## src/rtl/memchk_pkg.sv

```systemverilog
package memchk_pkg;

  typedef enum logic [2:0] {
    ST_IDLE,
    ST_DLY_DEF,
    ST_FILL,
    ST_PAT,
    ST_DLY_CAND,
    ST_READ,
    ST_DONE
  } state_e;

  // Strobes and selects from control to datapath
  typedef struct packed {
    logic loadCfg;
    logic clrIdx;
    logic incIdx;
    logic advBase;
    logic selPattern;
    logic selCand;
  } strobe_t;

endpackage

```

## src/rtl/memchk_dp.sv

```systemverilog
module memchk_dp
  import memchk_pkg::*;
#(
  parameter int unsigned AW          = 32,
  parameter int unsigned WIN_WORDS   = 1024,
  parameter int unsigned DLY_W       = 16,
  parameter logic [15:0] DLY_DEFAULT = 16'h7474,
  parameter logic [7:0]  FILL_BYTE   = 8'h1F,
  parameter logic [AW-1:0] MIN_SIZE  = 'h0200_0000,
  parameter int unsigned STEP_SHIFT  = 6
) (
  input  logic             clk,
  input  logic             rstN,
  input  strobe_t          strb,
  input  logic [1:0]       sizeSel,
  input  logic [AW-1:0]    offset,
  input  logic [AW-1:0]    bias,
  input  logic [DLY_W-1:0] candDelay,
  input  logic [AW-1:0]    memRdata,
  output logic [AW-1:0]    memAddr,
  output logic [AW-1:0]    memWdata,
  output logic [DLY_W-1:0] dlyWrData,
  output logic             idxLast,
  output logic             nextOk,
  output logic             rdMatch
);
  localparam int unsigned IDX_W     = $clog2(WIN_WORDS);
  localparam int unsigned WB        = AW / 8;
  localparam int unsigned WSH       = $clog2(WB);
  localparam int unsigned WIN_BYTES = WIN_WORDS * WB;

  logic [AW-1:0]    sizeQ, offsetQ, biasQ, baseQ;
  logic [DLY_W-1:0] candQ;
  logic [IDX_W-1:0] idxQ;
  logic [AW-1:0]    fillWord, expWord;
  logic [AW+1:0]    nextBase, limit;

  // Fill word: the fill byte repeated across every byte lane
  for (genvar b = 0; b < WB; b++) begin : g_fill
    assign fillWord[b*8 +: 8] = FILL_BYTE;
  end

  always_ff @(posedge clk or negedge rstN) begin
    if (!rstN) begin
      sizeQ   <= '0;
      offsetQ <= '0;
      biasQ   <= '0;
      candQ   <= '0;
    end else if (strb.loadCfg) begin
      sizeQ   <= MIN_SIZE << sizeSel;
      offsetQ <= offset;
      biasQ   <= bias;
      candQ   <= candDelay;
    end
  end

  always_ff @(posedge clk or negedge rstN) begin
    if (!rstN) begin
      baseQ <= '0;
    end else if (strb.loadCfg) begin
      baseQ <= '0;
    end else if (strb.advBase) begin
      baseQ <= nextBase[AW-1:0];
    end
  end

  always_ff @(posedge clk or negedge rstN) begin
    if (!rstN) begin
      idxQ <= '0;
    end else if (strb.clrIdx) begin
      idxQ <= '0;
    end else if (strb.incIdx) begin
      idxQ <= idxQ + 1'b1;
    end
  end

  always_comb begin
    expWord   = baseQ + AW'(idxQ) + biasQ;
    memAddr   = baseQ + (AW'(idxQ) << WSH);
    memWdata  = strb.selPattern ? expWord : fillWord;
    dlyWrData = strb.selCand ? candQ : DLY_W'(DLY_DEFAULT);
    rdMatch   = (memRdata == expWord);
    idxLast   = (idxQ == IDX_W'(WIN_WORDS - 1));
    nextBase  = {2'b00, baseQ} + {2'b00, (sizeQ >> STEP_SHIFT)} + {2'b00, offsetQ};
    limit     = {2'b00, sizeQ} - (AW+2)'(WIN_BYTES);
    nextOk    = (nextBase < limit);
  end

endmodule

```

## src/rtl/memchk_ctrl.sv

```systemverilog
module memchk_ctrl
  import memchk_pkg::*;
(
  input  logic    clk,
  input  logic    rstN,
  input  logic    start,
  input  logic    memReqReady,
  input  logic    idxLast,
  input  logic    nextOk,
  input  logic    rdMatch,
  output strobe_t strb,
  output logic    memReqValid,
  output logic    memWe,
  output logic    dlyWrEn,
  output logic    busy,
  output logic    done,
  output logic    pass
);
  state_e stateQ, stateD;
  logic   okQ, okD;

  always_ff @(posedge clk or negedge rstN) begin
    if (!rstN) begin
      stateQ <= ST_IDLE;
      okQ    <= 1'b0;
    end else begin
      stateQ <= stateD;
      okQ    <= okD;
    end
  end

  always_comb begin
    stateD      = stateQ;
    okD         = okQ;
    strb        = '0;
    memReqValid = 1'b0;
    memWe       = 1'b0;
    dlyWrEn     = 1'b0;
    done        = 1'b0;
    pass        = 1'b0;
    unique case (stateQ)
      ST_IDLE: begin
        if (start) begin
          strb.loadCfg = 1'b1;
          strb.clrIdx  = 1'b1;
          okD          = 1'b1;
          stateD       = ST_DLY_DEF;
        end
      end
      ST_DLY_DEF: begin
        dlyWrEn = 1'b1;
        stateD  = ST_FILL;
      end
      ST_FILL: begin
        memReqValid = 1'b1;
        memWe       = 1'b1;
        if (memReqReady) begin
          if (idxLast) begin
            strb.clrIdx = 1'b1;
            stateD      = ST_PAT;
          end else begin
            strb.incIdx = 1'b1;
          end
        end
      end
      ST_PAT: begin
        memReqValid     = 1'b1;
        memWe           = 1'b1;
        strb.selPattern = 1'b1;
        if (memReqReady) begin
          if (idxLast) begin
            strb.clrIdx = 1'b1;
            stateD      = ST_DLY_CAND;
          end else begin
            strb.incIdx = 1'b1;
          end
        end
      end
      ST_DLY_CAND: begin
        dlyWrEn      = 1'b1;
        strb.selCand = 1'b1;
        stateD       = ST_READ;
      end
      ST_READ: begin
        memReqValid     = 1'b1;
        strb.selPattern = 1'b1;
        if (memReqReady) begin
          if (!rdMatch) begin
            okD    = 1'b0;
            stateD = ST_DONE;
          end else if (idxLast) begin
            if (nextOk) begin
              strb.advBase = 1'b1;
              strb.clrIdx  = 1'b1;
              stateD       = ST_DLY_DEF;
            end else begin
              stateD = ST_DONE;
            end
          end else begin
            strb.incIdx = 1'b1;
          end
        end
      end
      ST_DONE: begin
        done   = 1'b1;
        pass   = okQ;
        stateD = ST_IDLE;
      end
      default: stateD = ST_IDLE;
    endcase
  end

  assign busy = (stateQ != ST_IDLE);

endmodule

```

## src/rtl/memchk.sv

```systemverilog
module memchk
  import memchk_pkg::*;
#(
  parameter int unsigned AW        = 32,
  parameter int unsigned WIN_WORDS = 1024,
  parameter int unsigned DLY_W     = 16
) (
  input  logic             clk,
  input  logic             rstN,
  input  logic             start,
  input  logic [1:0]       sizeSel,
  input  logic [AW-1:0]    offset,
  input  logic [AW-1:0]    bias,
  input  logic [DLY_W-1:0] candDelay,
  output logic             busy,
  output logic             done,
  output logic             pass,
  output logic             memReqValid,
  input  logic             memReqReady,
  output logic             memWe,
  output logic [AW-1:0]    memAddr,
  output logic [AW-1:0]    memWdata,
  input  logic [AW-1:0]    memRdata,
  output logic             dlyWrEn,
  output logic [DLY_W-1:0] dlyWrData
);
  strobe_t strb;
  logic    idxLast, nextOk, rdMatch;

  memchk_ctrl u_ctrl (
    .clk(clk), .rstN(rstN), .start(start), .memReqReady(memReqReady),
    .idxLast(idxLast), .nextOk(nextOk), .rdMatch(rdMatch), .strb(strb),
    .memReqValid(memReqValid), .memWe(memWe), .dlyWrEn(dlyWrEn),
    .busy(busy), .done(done), .pass(pass)
  );

  memchk_dp #(.AW(AW), .WIN_WORDS(WIN_WORDS), .DLY_W(DLY_W)) u_dp (
    .clk(clk), .rstN(rstN), .strb(strb), .sizeSel(sizeSel), .offset(offset),
    .bias(bias), .candDelay(candDelay), .memRdata(memRdata),
    .memAddr(memAddr), .memWdata(memWdata), .dlyWrData(dlyWrData),
    .idxLast(idxLast), .nextOk(nextOk), .rdMatch(rdMatch)
  );

endmodule

```

## config.mk

```make
export PLATFORM = sky130hd
export DESIGN_NAME = memchk
export DESIGN_NICKNAME = d
export VERILOG_FILES = /design/src/rtl/memchk_pkg.sv /design/src/rtl/memchk_dp.sv /design/src/rtl/memchk_ctrl.sv /design/src/rtl/memchk.sv
export SDC_FILE = /design/constraint.sdc
export NUM_CORES = 1
export LEC_CHECK = 0
export BUFFER_PORTS_ARGS = -buffer_cell sky130_fd_sc_hd__buf_4
export CORE_MARGIN = 2
export CORE_UTILIZATION = 40
export CTS_BUF_LIST = sky130_fd_sc_hd__clkbuf_8
export CTS_CLUSTER_SIZE = 10
export DETAILED_ROUTE_END_ITERATION = 6
export PLACE_DENSITY = 0.7
export SYNTH_ARGS = -nofsm -noshare
export SYNTH_HDL_FRONTEND = slang
export SYNTH_SLANG_ARGS = --single-unit
```

## constraint.sdc

```tcl
create_clock -name clk -period 7.39 [get_ports clk]
set_input_delay 0.739 -clock clk [delete_from_list [all_inputs] [get_ports clk]]
set_output_delay 0.739 -clock clk [all_outputs]
set_load 0.05 [all_outputs]
```

After elaboration in Yosys (flattened, before gate mapping)

Index checks and enable logic that the tools add are counted.

Bits of input ports: 118
Flip-flop bits (word level): 158

Order comparisons: 1
Reductions and logical operators: 11
Multiplexer cells: 39
Shift-type cells: 1
Equal/unequal tests: 16
Add/sub/neg operators: 7

Operators with widths:

| cell                                                 | number |
|---|---|
| 2-to-1 mux 32 bit                                    | 3 |
| adder 34 x 32 -> 34 bit                              | 1 |
| < comparator 34 bit                                  | 1 |
| adder 32 x 26 -> 33 bit                              | 1 |
| 2-to-1 mux 3 bit                                     | 11 |
| subtractor 32 x 13 -> 33 bit (second input constant) | 1 |
| adder 32 x 10 -> 32 bit                              | 1 |
| adder 32 x 12 -> 32 bit                              | 1 |
| adder 32 bit                                         | 1 |
| == test 32 bit                                       | 1 |
| left shift 26 x 2 -> 32 bit (first input constant)   | 1 |
| 2-to-1 mux 10 bit                                    | 2 |
| one-hot mux 3 bit (6 select lines)                   | 1 |
| 2-to-1 mux 1 bit                                     | 16 |
| 2-to-1 mux 16 bit                                    | 1 |
| inequality test 2 bit (second input constant)        | 7 |
| adder 10 x 1 -> 10 bit (second input constant)       | 1 |
| == test 10 bit (second input constant)               | 1 |
| == test 3 bit (second input constant)                | 3 |
| AND reduction 7 bit                                  | 1 |
| == test 3 x 2 -> 1 bit (second input constant)       | 2 |
| nonzero test 2 bit                                   | 3 |
| OR reduction 2 bit                                   | 3 |
| 2-to-1 mux 2 bit                                     | 2 |
| 8 further kinds                                      | 9 |

Logic depth before layout (Yosys ltp)

Depth in word-level cells: 10
Gate-level depth with buffers: 31
Gate-level depth less buffers: 29

Modules after synthesis

A second synthesis with hierarchy kept.

Cell total of the unflattened synthesis: 1233
Area total of the unflattened synthesis: 11743.8 µm²

By module, submodules not included:

| module      | instances | cells each | area each (µm²) |
|---|---|---|---|
| memchk_dp   | 1         | 1180       | 11350.9 |
| memchk_ctrl | 1         | 53         | 392.9 |

Worst setup path before layout

OpenSTA, ideal clock, no wires.

Kind: flip-flop to flip-flop
From: register u_dp.baseQ[19]
To: register u_dp.idxQ[3]
Slack: 1.631 ns
Stages on the path, launching flop included: 29
Buffers on the path: 1
Arrival time: 5.629 ns
Setup time: 0.131 ns
Path through: dfrtp_1 ha_1 inv_1 fa_1 inv_1 ha_1 a21o_1 a21oi_1 o21ai_0 o21ai_0 a21oi_1 o41a_1 and4_1 a2111oi_0 o21ai_0 xnor2_1 ha_1 nand4_1 nor3_1 mux2i_1 nor2_1 mux2_2 nand3_1 nor4_1 a2111oi_0 nand4_1 clkbuf_1 nand3_1 mux2i_1

Longest elaborated chain between the ends: 9
Elaborated cells between the ends (all ways): 14
Classes of those cells: add/sub: 4; order compare: 1; eq/ne: 1; mux: 7; reduce/logical: 1

Ends and longest elaborated chain:

| what                                                    | line              | source |
|---|---|---|
| start: declaration                                      | memchk_dp.sv:32   | `logic [AW-1:0] sizeQ, offsetQ, biasQ, baseQ;` |
| start signal: assignment                                | memchk_dp.sv:63   | `baseQ <= nextBase[AW-1:0];` |
| adder 32 x 26 -> 33 bit                                 | memchk_dp.sv:84   | `nextBase = {2'b00, baseQ} + {2'b00, (sizeQ >> STEP_SHIFT)} + {2'b00, offsetQ};` |
| adder 34 x 32 -> 34 bit                                 | memchk_dp.sv:84   |  |
| < comparator 34 bit                                     | memchk_dp.sv:86   | `nextOk = (nextBase < limit);` |
| 2-to-1 mux 1 bit                                        | memchk_ctrl.sv:92 | `if (nextOk) begin` |
| 2-to-1 mux 1 bit                                        | memchk_ctrl.sv:91 | `end else if (idxLast) begin` |
| 2-to-1 mux 3 bit *                                      | memchk_ctrl.sv:88 | `if (!rdMatch) begin` |
| 2-to-1 mux 3 bit *                                      | memchk_ctrl.sv:87 | `if (memReqReady) begin` |
| one-hot mux 1 bit (3 select lines)                      | memchk_ctrl.sv:41 | `unique case (stateQ)` |
| 2-to-1 mux 10 bit or nonzero test 2 bit (tied branches) | n/a               |  |
| end signal: assignment                                  | memchk_dp.sv:73   | `idxQ <= idxQ + 1'b1;` |
| end: declaration                                        | memchk_dp.sv:34   | `logic [IDX_W-1:0] idxQ;` |

Mark *: on every way between the ends. The rest lies on a longest branch, timed or not.
A chain may end at the register's enable or synchronous reset.

Final worst setup path

From: register u_dp.baseQ[0]
To: register u_dp.baseQ[29]

Longest elaborated chain between the ends: 9
Elaborated cells between the ends (all ways): 14
Classes of those cells: add/sub: 4; order compare: 1; eq/ne: 1; mux: 7; reduce/logical: 1

Ends and longest elaborated chain:

| what                         | line |
|---|---|
| adder 32 x 26 -> 33 bit      | memchk_dp.sv:84 |
| adder 34 x 32 -> 34 bit      | memchk_dp.sv:84 |
| < comparator 34 bit          | memchk_dp.sv:86 |
| 2-to-1 mux 1 bit             | memchk_ctrl.sv:92 |
| 2-to-1 mux 1 bit             | memchk_ctrl.sv:91 |
| 2-to-1 mux 3 bit             | memchk_ctrl.sv:88 |
| 2-to-1 mux 3 bit             | memchk_ctrl.sv:87 |
| 2-to-1 mux 1 bit             | memchk_ctrl.sv:41 |
| nonzero test 2 bit (no line) | n/a |

Parallel ways exist; a longest one is shown, timed or not. The select of a mux whose other input is x is not followed.

==> flow_summary.toml <==
[run_status]
status = "finished, final reports clean"

[clock_network]
cts_hold_buf = 0
cts_root_buffer = "clkbuf_8"
numCtsBuffers = 17
cts.sinks = 130
clockBufferDepth = 2
cts_tree = "yes"
clkTransAtPathRegs_ns = 0.08
clk-insertion-delay-late_ns = 0.46
htree_num_levels = 4

[yosys]
synth_mux_area_frac = 0.0903
synth_xor_area_frac = 0.0902
synth_area_mm2 = 0.0122
synth_simple_gate_area_frac = 0.200
synth_largest_area_cell = "dfrtp_1"
synth.area.top_cells = "dfrtp_1, ha_1, mux2_2"
synth-main-ff-cell = "dfrtp_1"
synth_most_common_cell = "nand2_1"
ys_ff_latch = 130
synth_common_cells = "nand2_1, dfrtp_1, ha_1, o21ai_0"
synth_top_cell_area_share = 0.266
synth-edff-count = 0
synth_compound_area_frac = 0.183
synthAdderAreaFrac = 0.136
synth.avg_cell_area_um2 = 8.78
syn_inst = 1395
yosys_warnings = 0
synth_top_family_by_area = "simple AND/OR/NAND/NOR gates"
synth_fp_nets = 1638
ys_seq_area_frac = 0.266
yosys.cell_types.count = 79
async_reset_ff_frac = 1.00

[route]
antenna_left = 0
wire_per_inst_um = 18.8
drt_iter0_drc = 745
routed_via_density = 5.69
vias = 11200
dr.pass1.iters = 5
drc = 0
totalWireLength_um = 37100

[final_layout]
synthToLayoutAreaGrowth_pct = 18.8
seq_area_mm2 = 0.00325
antenna_cells = 0
nNetsFinal = 1806
drive_gt1_frac = 0.223
multi_input_area_mm2 = 0.00860
final.fill_count = 2894

[floorplan]
row_count = 64
fp.dieW_um = 179
pin_count = 204
die_area_mm2 = 0.0320
coreArea_mm2 = 0.0303
die_y_um = 179
start_util = 0.404

[timing]
clock_skew_ns = 0.0121
tightest_slew_ns = 1.06
setup_viol = 0
max_clock_freq_mhz = 149
slew_headroom = 0.289
finalCriticalPeriod_ns = 6.72
finalHoldViolCount = 0
grt_setup_unrepaired = "false"
fin_crit_sh = 0.909
finalSetupTns_ns = 0
maxSlewViolCount = 0

[place]
hpwl_um = 29800
place.gp.congestion = 0.972
io_buffers = 203

[critical_path]
r2r_cells = 26
criticalPathCategory = "reg -> reg"
start_kind = "flip-flop"
cp.arrival_ns = 7.04
worst-path-max-fanout = 44
cp.required_ns = 7.71
cp-end-kind = "flip-flop"

[power]
p_per_area_mw_per_mm2 = 338
power_uw = 4920
max-vdd-ir-drop_v = 0.000155
p_leak_uw = 0.00691

[worst_hold_path]
min-delay-path-class = "in -> async"

[global_route]
grt_antenna_before_repair = 0
grt_pass1_vias = 10800
grt_overflow_total = 0
gr-usage-all-layers = 0.228
grt_max_degree = 83
grt_pass1_wl_um = 57000

[flow_run]
cap_viol_max_count = 0
-- sequential cells by signal (all words and copies together) (netlist names) --
register and cells:
u_ctrl.okQ 1, u_dp.baseQ 32, u_ctrl.stateQ 3, u_dp.offsetQ 32, u_dp.biasQ 32, u_dp.idxQ 10
u_dp.candQ 16, u_dp.sizeQ 4
-- cell usage in the layout (no fill, tap or decap), types with 7 or more instances in the layout --
cell and instances:
nor4_1 10, mux2i_1 16, buf_4 214, or3_1 18, nor2_1 82, a21o_1 33, inv_1 38, and3_1 21
and2_1 29, or2_2 7, fa_1 14, a211oi_1 7, nand3_1 46, o21a_1 17, nand2b_1 23, clkbuf_8 18
o211ai_1 12, a211o_1 7, ha_1 111, nand2_1 137, o31ai_1 11, dfrtp_1 130, nor3_1 24, xor2_1 39
o21ai_0 88, mux2_2 84, nand4_1 35, a2111oi_0 14, a21oi_1 84, xnor2_1 69, nor2b_1 15
-- per-stage QoR --
step / instances / worst slack, ns / utilization / area (um2) / hold WS [ns]
floorplan: 1395 / 1.63 / - / 12200 / 0.443
detailed placement: 1937 / 0.489 / 0.464 / 14100 / 0.487
finish: 1972 / 0.674 / 0.480 / 14600 / 0.457
global route: 1972 / 0.123 / 0.480 / 14600 / 0.486
CTS: 1969 / 0.415 / 0.479 / 14500 / 0.475
global placement: 1937 / 0.650 / 0.464 / 14100 / 0.478
-- worst max-delay path, stage by stage, from the launching register on --
cell and delay (ns):
dfrtp_1 0.45, ha_1 0.27, fa_1 0.43, a211oi_1 0.34, o21ai_0 0.20, a21oi_1 0.35, nor4_1 0.16, o21ai_0 0.19
a21oi_1 0.12, o41a_1 0.34, and4_1 0.21, a2111oi_0 0.62, o21ai_0 0.23, xnor2_1 0.16, ha_1 0.29, nand4_1 0.17
nor4_1 0.27, mux2i_1 0.13, nor2_1 0.09, mux2_2 0.15, nand3_1 0.08, nor4_1 0.38, a21oi_1 0.21, nor4bb_4 0.21
buf_4 0.27, nand2_1 0.14, o21ai_0 0.09
-- metal layers --
metal | GRT usage | vias up | part of all wire
met1 | 0.304 | 5362 | 0.45
met5 | 0 | - | 0
met2 | 0.372 | 361 | 0.47
met4 | 0.0888 | 0 | 0.032
li1 | - | 5442 | -
met3 | 0.0316 | 61 | 0.053
-- area by class of cell --
cell class,instances,share of cell area
clock inverters,14,0.0146
flip-flops and latches,130,0.223
multi-input cells,1163,0.591
repair buffers,214,0.110
well taps,396,0.0340
inverters,37,0.00954
clock buffers,18,0.0170
-- kinds of logic after synthesis --
group,Yosys count
fa+ha+maj,125
xor+xnor,115
compound gates,340
mux,100
buf+inv,102
flops,130
simple gates,483
-- final timing paths --
path                               start              to  slack [ns]
setup / recovery           u_dp.baseQ[0]  u_dp.baseQ[29]        0.67
setup reg to reg           u_dp.baseQ[0]  u_dp.baseQ[29]        0.67
min in group clk           u_dp.candQ[0]   u_dp.candQ[0]        0.50
hold / removal                      rstN  u_dp.biasQ[19]        0.46
hold reg to reg            u_dp.candQ[0]   u_dp.candQ[0]        0.50
max in group asynchronous           rstN   u_dp.baseQ[4]        5.63
-- power breakdown --
group / switching [uW] / total (uW) / internal (uW)
logic: 1830 / 3030 / 1200
clock network: 302 / 711 / 409
registers: 220 / 1180 / 961
-- timing repair --
| item | CTS | global route |
|---|---|---|
| setup endpoints to repair | 0 | 7 |
| endpoints found under the hold margin | 0 | 0 |
| resized for setup | 0 | 0 |
| buffers inserted | 0 | 3 |
(Power assumes the default switching activity.)
